<file path="src/rtl/atomic_gate_pkg.sv">
// Package: shared codes for the atomic ownership gate.
// Assumes kind and class codes are fixed by the neighbouring sequencer.
package atomic_gate_pkg;

    typedef enum logic [2:0] {
        KIND_LOAD    = 3'd0,
        KIND_STORE   = 3'd1,
        KIND_IFETCH  = 3'd2,
        KIND_LOCK_RD = 3'd3,
        KIND_LOCK_WR = 3'd4,
        KIND_RMW_RD  = 3'd5,
        KIND_RMW_WR  = 3'd6,
        KIND_SPARE   = 3'd7
    } req_kind_e;

    typedef enum logic [1:0] {
        CLS_LOAD   = 2'd0,
        CLS_STORE  = 2'd1,
        CLS_IFETCH = 2'd2,
        CLS_ATOMIC = 2'd3
    } cache_cls_e;

endpackage

</file>
<file path="src/rtl/atomic_gate_class_map.sv">
// Module: maps a request kind onto the downstream cache request class.
// Purely combinational. All locked and read-modify-write kinds share the
// atomic class. The spare code is issued as a store.
module atomic_gate_class_map
    import atomic_gate_pkg::*;
(
    input  logic [2:0] kind,
    output logic [1:0] cls
);

    req_kind_e  kind_e;
    cache_cls_e cls_e;

    assign kind_e = req_kind_e'(kind);

    // Decode the kind into its class.
    always_comb begin
        unique case (kind_e)
            KIND_LOAD:    cls_e = CLS_LOAD;
            KIND_IFETCH:  cls_e = CLS_IFETCH;
            KIND_LOCK_RD,
            KIND_LOCK_WR,
            KIND_RMW_RD,
            KIND_RMW_WR:  cls_e = CLS_ATOMIC;
            default:      cls_e = CLS_STORE;
        endcase
    end

    assign cls = cls_e;

endmodule

</file>
<file path="src/rtl/atomic_gate_retire.sv">
// Module: applies a completion report to the ownership state.
// Combinational. Only read-modify-write write completions change the state.
// A completion that breaks the invariants (wrong processor, nothing open)
// is flagged and leaves the state untouched.
module atomic_gate_retire
    import atomic_gate_pkg::*;
#(
    parameter int PID_W       = 8,
    parameter int CNT_W       = 4,
    parameter int NO_OWNER_ID = 200
) (
    input  logic [PID_W-1:0] owner_q,
    input  logic [CNT_W-1:0] count_q,
    input  logic             cpl_valid,
    input  logic [2:0]       cpl_kind,
    input  logic [PID_W-1:0] cpl_proc,
    output logic [PID_W-1:0] owner_mid,
    output logic [CNT_W-1:0] count_mid,
    output logic             cpl_err
);

    localparam logic [PID_W-1:0] NONE_ID = PID_W'(NO_OWNER_ID);
    localparam logic [CNT_W-1:0] ONE     = CNT_W'(1);

    logic is_wr_done;

    assign is_wr_done = cpl_valid && (req_kind_e'(cpl_kind) == KIND_RMW_WR);
    assign cpl_err    = is_wr_done && ((cpl_proc != owner_q) || (count_q == '0));

    // Retire one open pair; the last one hands the window back.
    always_comb begin
        owner_mid = owner_q;
        count_mid = count_q;
        if (is_wr_done && !cpl_err) begin
            count_mid = count_q - ONE;
            if (count_q == ONE) begin
                owner_mid = NONE_ID;
            end
        end
    end

endmodule

</file>
<file path="src/rtl/atomic_gate_arbiter.sv">
// Module: decides on one request against the post-completion state and
// computes the next ownership state.
// Combinational. Assumes owner_mid/count_mid already include any
// completion of the same cycle. Probe requests commit nothing.
module atomic_gate_arbiter
    import atomic_gate_pkg::*;
#(
    parameter int PID_W       = 8,
    parameter int CNT_W       = 4,
    parameter int NO_OWNER_ID = 200,
    parameter int BAD_ID      = 100
) (
    input  logic [PID_W-1:0] owner_mid,
    input  logic [CNT_W-1:0] count_mid,
    input  logic             req_valid,
    input  logic [PID_W-1:0] req_proc,
    input  logic [2:0]       req_kind,
    input  logic             req_probe,
    output logic             grant,
    output logic             req_err,
    output logic [PID_W-1:0] owner_nxt,
    output logic [CNT_W-1:0] count_nxt
);

    localparam logic [PID_W-1:0] NONE_ID = PID_W'(NO_OWNER_ID);
    localparam logic [PID_W-1:0] ILL_ID  = PID_W'(BAD_ID);
    localparam logic [CNT_W-1:0] CNT_MAX = {CNT_W{1'b1}};
    localparam logic [CNT_W-1:0] ONE     = CNT_W'(1);

    req_kind_e kind_e;
    logic      id_bad;
    logic      blocked;
    logic      is_rd;
    logic      is_wr;
    logic      full;
    logic      commit;

    assign kind_e  = req_kind_e'(req_kind);
    assign is_rd   = (kind_e == KIND_RMW_RD);
    assign is_wr   = (kind_e == KIND_RMW_WR);
    assign id_bad  = (req_proc == ILL_ID) || (req_proc == NONE_ID);
    assign blocked = (owner_mid != NONE_ID) && (owner_mid != req_proc);
    assign full    = is_rd && (count_mid == CNT_MAX);

    assign grant   = req_valid && !id_bad && !blocked && !full;
    assign req_err = req_valid && (id_bad || (full && !blocked && !req_probe));
    assign commit  = grant && !req_probe;

    // Open, extend or release the window for a committed request.
    always_comb begin
        owner_nxt = owner_mid;
        count_nxt = count_mid;
        if (commit) begin
            if (is_rd) begin
                owner_nxt = req_proc;
                count_nxt = count_mid + ONE;
            end else if (!is_wr && (owner_mid == req_proc)) begin
                owner_nxt = NONE_ID;
                count_nxt = '0;
            end
        end
    end

endmodule

</file>
<file path="src/rtl/atomic_gate.sv">
// Module: atomic ownership request gate (top).
// Holds the window owner, the open-pair count and a sticky error flag.
// Accept and class are combinational within the request cycle, and the
// error flag registers on the following edge. Completions are applied
// before the request of the same cycle is decided. PID_W must be at least 8.
module atomic_gate
    import atomic_gate_pkg::*;
#(
    parameter int PID_W       = 8,
    parameter int CNT_W       = 4,
    parameter int NO_OWNER_ID = 200,
    parameter int BAD_ID      = 100
) (
    input  logic             clk,
    input  logic             rst_n,
    input  logic             req_valid,
    input  logic [PID_W-1:0] req_proc,
    input  logic [2:0]       req_kind,
    input  logic             req_probe,
    input  logic             cpl_valid,
    input  logic [2:0]       cpl_kind,
    input  logic [PID_W-1:0] cpl_proc,
    output logic             req_accept,
    output logic [1:0]       req_class,
    output logic             err_flag
);

    localparam logic [PID_W-1:0] NONE_ID = PID_W'(NO_OWNER_ID);
    localparam logic [PID_W-1:0] ILL_ID  = PID_W'(BAD_ID);
    localparam logic [CNT_W-1:0] ONE     = CNT_W'(1);

    logic [PID_W-1:0] owner_q, owner_mid, owner_nxt;
    logic [CNT_W-1:0] count_q, count_mid, count_nxt;
    logic             err_q;
    logic             cpl_err, req_err;

    atomic_gate_retire #(
        .PID_W(PID_W), .CNT_W(CNT_W), .NO_OWNER_ID(NO_OWNER_ID)
    ) u_retire (
        .owner_q   (owner_q),
        .count_q   (count_q),
        .cpl_valid (cpl_valid),
        .cpl_kind  (cpl_kind),
        .cpl_proc  (cpl_proc),
        .owner_mid (owner_mid),
        .count_mid (count_mid),
        .cpl_err   (cpl_err)
    );

    atomic_gate_arbiter #(
        .PID_W(PID_W), .CNT_W(CNT_W), .NO_OWNER_ID(NO_OWNER_ID), .BAD_ID(BAD_ID)
    ) u_arbiter (
        .owner_mid (owner_mid),
        .count_mid (count_mid),
        .req_valid (req_valid),
        .req_proc  (req_proc),
        .req_kind  (req_kind),
        .req_probe (req_probe),
        .grant     (req_accept),
        .req_err   (req_err),
        .owner_nxt (owner_nxt),
        .count_nxt (count_nxt)
    );

    atomic_gate_class_map u_class (
        .kind (req_kind),
        .cls  (req_class)
    );

    // Ownership state register; reset opens with no owner.
    always_ff @(posedge clk) begin
        if (!rst_n) begin
            owner_q <= NONE_ID;
            count_q <= '0;
        end else begin
            owner_q <= owner_nxt;
            count_q <= count_nxt;
        end
    end

    // Sticky error: any violation latches until reset.
    always_ff @(posedge clk) begin
        if (!rst_n) begin
            err_q <= 1'b0;
        end else begin
            err_q <= err_q | cpl_err | req_err;
        end
    end

    assign err_flag = err_q;

    // an unowned window never carries open pairs, and an owned one always does.
    p_idle_empty_r1: assert property (@(posedge clk) disable iff (!rst_n)
        (owner_q == NONE_ID) == (count_q == '0));

    // another processor is refused while the window is held.
    p_refuse_other_r2: assert property (@(posedge clk) disable iff (!rst_n)
        (req_valid && !cpl_valid && owner_q != NONE_ID && req_proc != owner_q)
        |-> !req_accept);

    // an accepted opening read makes the requester the owner.
    p_take_window_r3: assert property (@(posedge clk) disable iff (!rst_n)
        (req_valid && req_accept && !req_probe && !cpl_valid &&
         req_kind == 3'd5 && owner_q == NONE_ID)
        |=> (owner_q == $past(req_proc)) && (count_q == ONE));

    // a probe leaves the ownership state untouched.
    p_probe_stable_r7: assert property (@(posedge clk) disable iff (!rst_n)
        (req_valid && req_probe && !cpl_valid)
        |=> ($stable(owner_q) && $stable(count_q)));

    // locked and read-modify-write kinds go out in the atomic class.
    p_atomic_class_r8: assert property (@(posedge clk) disable iff (!rst_n)
        (req_kind >= 3'd3 && req_kind <= 3'd6) |-> (req_class == 2'd3));

    // an illegal processor ID is never accepted.
    p_bad_id_r9: assert property (@(posedge clk) disable iff (!rst_n)
        (req_valid && (req_proc == ILL_ID || req_proc == NONE_ID)) |-> !req_accept);

    // the error flag holds once raised.
    p_err_sticky_r13: assert property (@(posedge clk) disable iff (!rst_n)
        err_q |=> err_q);

endmodule

</file>
<file path="config.mk">
export PLATFORM = sky130hd
export DESIGN_NAME = atomic_gate
export DESIGN_NICKNAME = d
export VERILOG_FILES = /design/src/rtl/atomic_gate_pkg.sv /design/src/rtl/atomic_gate_class_map.sv /design/src/rtl/atomic_gate_retire.sv /design/src/rtl/atomic_gate_arbiter.sv /design/src/rtl/atomic_gate.sv
export SDC_FILE = /design/constraint.sdc
export NUM_CORES = 1
export LEC_CHECK = 0
export BUFFER_PORTS_ARGS = -buffer_cell sky130_fd_sc_hd__buf_4
export CORE_MARGIN = 2
export CORE_UTILIZATION = 30
export DETAILED_ROUTE_END_ITERATION = 8
export SLEW_MARGIN = 20
export SYNTH_ARGS = -nofsm -noshare
export SYNTH_HDL_FRONTEND = slang
export SYNTH_HIERARCHICAL = 1
export SYNTH_SLANG_ARGS = --single-unit
</file>
<file path="constraint.sdc">
create_clock -name clk -period 6.7 [get_ports clk]
set_input_delay 1.34 -clock clk [delete_from_list [all_inputs] [get_ports clk]]
set_output_delay 1.34 -clock clk [all_outputs]
set_load 0.02 [all_outputs]
</file>
==> reports/results.ini <==
[floorplanning]
die_x_um = 64.1
ios = 31
core-area_sq_um = 3420
initial_core_util_pct = 31.8
rows = 21
die_y_um = 64.1
die_area_sq_um = 4110

[placement]
placed_cells = 198
io_buffers = 30
gp_congestion = 0.876
dpl.hpwl_um = 2140
placed_area_sq_um = 1350

[timing]
hold_slack_ns = 0.483
slew_viol_final = 0
max_freq_ghz = 0.190
tightest_slew_ns = 0.562
rsz0062_at_grt = false
hold_violations = 0
tns_ns = 0
slew_headroom_pct = 62.4
fin_skew_ns = 0.00797
finalCriticalPeriod_ns = 5.26
setup_violations = 0
fin_crit_sh_pct = 78.5

[global_route]
gr-total-overflow = 0
grt_max_degree = 14
antenna_found_initial = 0
grt_use_total_pct = 13.1
grt_pass1_wl_um = 4350
grt_pass1_vias = 998

[setup_path]
r2r-start = count_q[0]
arrival_ns = 3.92
path_max_fanout = 9
rrSetupSlack_ns = 2.75
cp-start-kind = primary input
cp-end-kind = output port
worst-r2r-cell-count = 12
worstReg2RegEnd = count_q[2]
cp.required_ns = 5.36
critPathKind = in -> out

[logic_synthesis]
synth.most_common_cell = and2_1
syn_area_per_cell_sq_um = 8.75
netlist.area_leader.share_pct = 24.0
synth_ff_type = dfxtp_1
ys_types = 42
synth_seq_cells = 13
async_flop_share_pct = 0
yosysWarnings = 6
ys_seq_area_share_pct = 24.0
synthCells = 124
synth.largest_area_cell = dfxtp_1
yosys-top-cells-area = dfxtp_1 (24%), xor2_1 (8.9%), and2_1 (8.7%), xnor2_1 (6.5%), a22o_1 (4.8%)
netlist_area_sq_um = 1080
synthesis.nets = 155
synth.top_cells.by_count = and2_1 (15), dfxtp_1 (13), xor2_1 (11), xnor2_1 (8)
synth-edff-count = 0

[clocking]
path_clk_slew_ns = 0.08
clock_latency_ns = 0.27
htreeDepth = 1
root_buffer = clkbuf_4
cts_resized = 0
clock_path_buffers = 2
cts_buffers = 3
numClockSinks = 13
cts_setup_buffers = 0
hold_buffers = 0
tritoncts = yes

[layout]
fin_nets = 188
ff_latch_area_sq_um = 260
antenna-diode-count = 0
fin_util_pct = 40.3
syn_to_final_growth_pct = 27.0
fillers = 362
multi_input_area_sq_um = 786
stdcell_area_sq_um = 1380
drive_gt1_share_pct = 26.3
fin_cells = 202

[drt]
viasPerCell = 5.01
dr_total_vias = 1013
drt_wl_total_um = 2610
wl_per_cell_um = 12.9
remaining_drc_errors = 0
firstDrtPassIters = 4
ant_nets = 0
drtIter0Drc = 34

[pwr]
ir_worst_vdd_v = 0.0000440
p_per_area_nw_per_um2 = 119
p_leak_nw = 0.597

[outcome]
outcome = completed

[job]
maxCapViolCount = 0

[worst_hold_path]
hp-start = err_flag
min_path_type = reg -> reg
hold_path_end = err_flag
whs_path_depth = 1

[kinds of logic after synthesis]
logic type,after synthesis,synth area share [%]
multiplexers,2,1.96
adder cells (fa/ha/maj),4,4.61
buffers and inverters,8,3.57
flip-flops,13,24.0
AND/OR/NAND/NOR,58,36.0
XOR/XNOR,19,15.3
AO/OA/AOI/OAI,20,14.5
[flip-flops by register name, indices dropped and copies added, names as in the netlist]
| name | cells |
|---|---|
| owner_q | 8 |
| count_q | 4 |
| err_flag | 1 |
[worst max path at each step]
stage                 from         end  slack [ns]  cells after the start
3_5_place_dp   cpl_proc[0]  req_accept        1.47                     11
3_3_place_gp   cpl_proc[0]  req_accept        1.51                     11
6_report       cpl_proc[0]  req_accept        1.44                     11
4_1_cts        cpl_proc[0]  req_accept        1.45                     11
2_1_floorplan  cpl_proc[0]  req_accept        1.68                      9
5_1_grt        cpl_proc[0]  req_accept        1.23                     11
[report_power, final]
part,internal [W],switching (W)
clock,0.0000230,0.0000236
combinational,0.0000206,0.0000180
sequential,0.0000782,0.000000637
[worst max-delay path, cell delays in order]
cell      delay (ns)
buf_4           0.11
xor2_1          0.15
a2111o_1        0.43
nor4_4          0.32
nand3_2         0.19
and2_1          0.24
or4b_1          0.54
nor4_2          0.19
a21oi_2         0.13
nor2_1          0.14
buf_4           0.15
[metrics by stage]
| step | total power (W) | worst slack, ns |
|---|---|---|
| after floorplan | 0.0000989 | 1.68 |
| after global routing | 0.000175 | 1.23 |
| final | 0.000164 | 1.44 |
| after CTS | 0.000167 | 1.45 |
| after global placement | 0.000119 | 1.51 |
| after detailed placement | 0.000119 | 1.47 |
[placed cells by master (no fill, tap or decap), drive strengths merged, types with 2 or more instances in the layout]
| master | n |
|---|---|
| nand4 | 2 |
| nor3 | 6 |
| nand2 | 4 |
| ha | 4 |
| nor2 | 5 |
| dfxtp | 13 |
| a21oi | 5 |
| buf | 30 |
| inv | 6 |
| a22o | 6 |
| xor2 | 11 |
| clkbuf | 4 |
| nand3 | 5 |
| nor4bb | 2 |
| xnor2 | 8 |
| nor4b | 2 |
| nor4 | 4 |
| or2b | 6 |
| and2 | 15 |
[layer usage]
layer / track usage [%] / vias up / routed length, um
li1: - / 511 / -
met1: 18.3 / 466 / 1300
met2: 21.5 / 34 / 1170
met3: 0.880 / 2 / 129
met4: 3.99 / 0 / 22
met5: 0 / - / 0
[cell type report]
cell class,instances,share of cell area (%)
clock buffers,4,1.91
well taps,46,4.18
flip-flops and latches,13,18.9
inverters,6,1.63
repair buffers,30,16.3
multi-input cells,103,57.0
No activity file was read; power rests on OpenSTA's default activity.
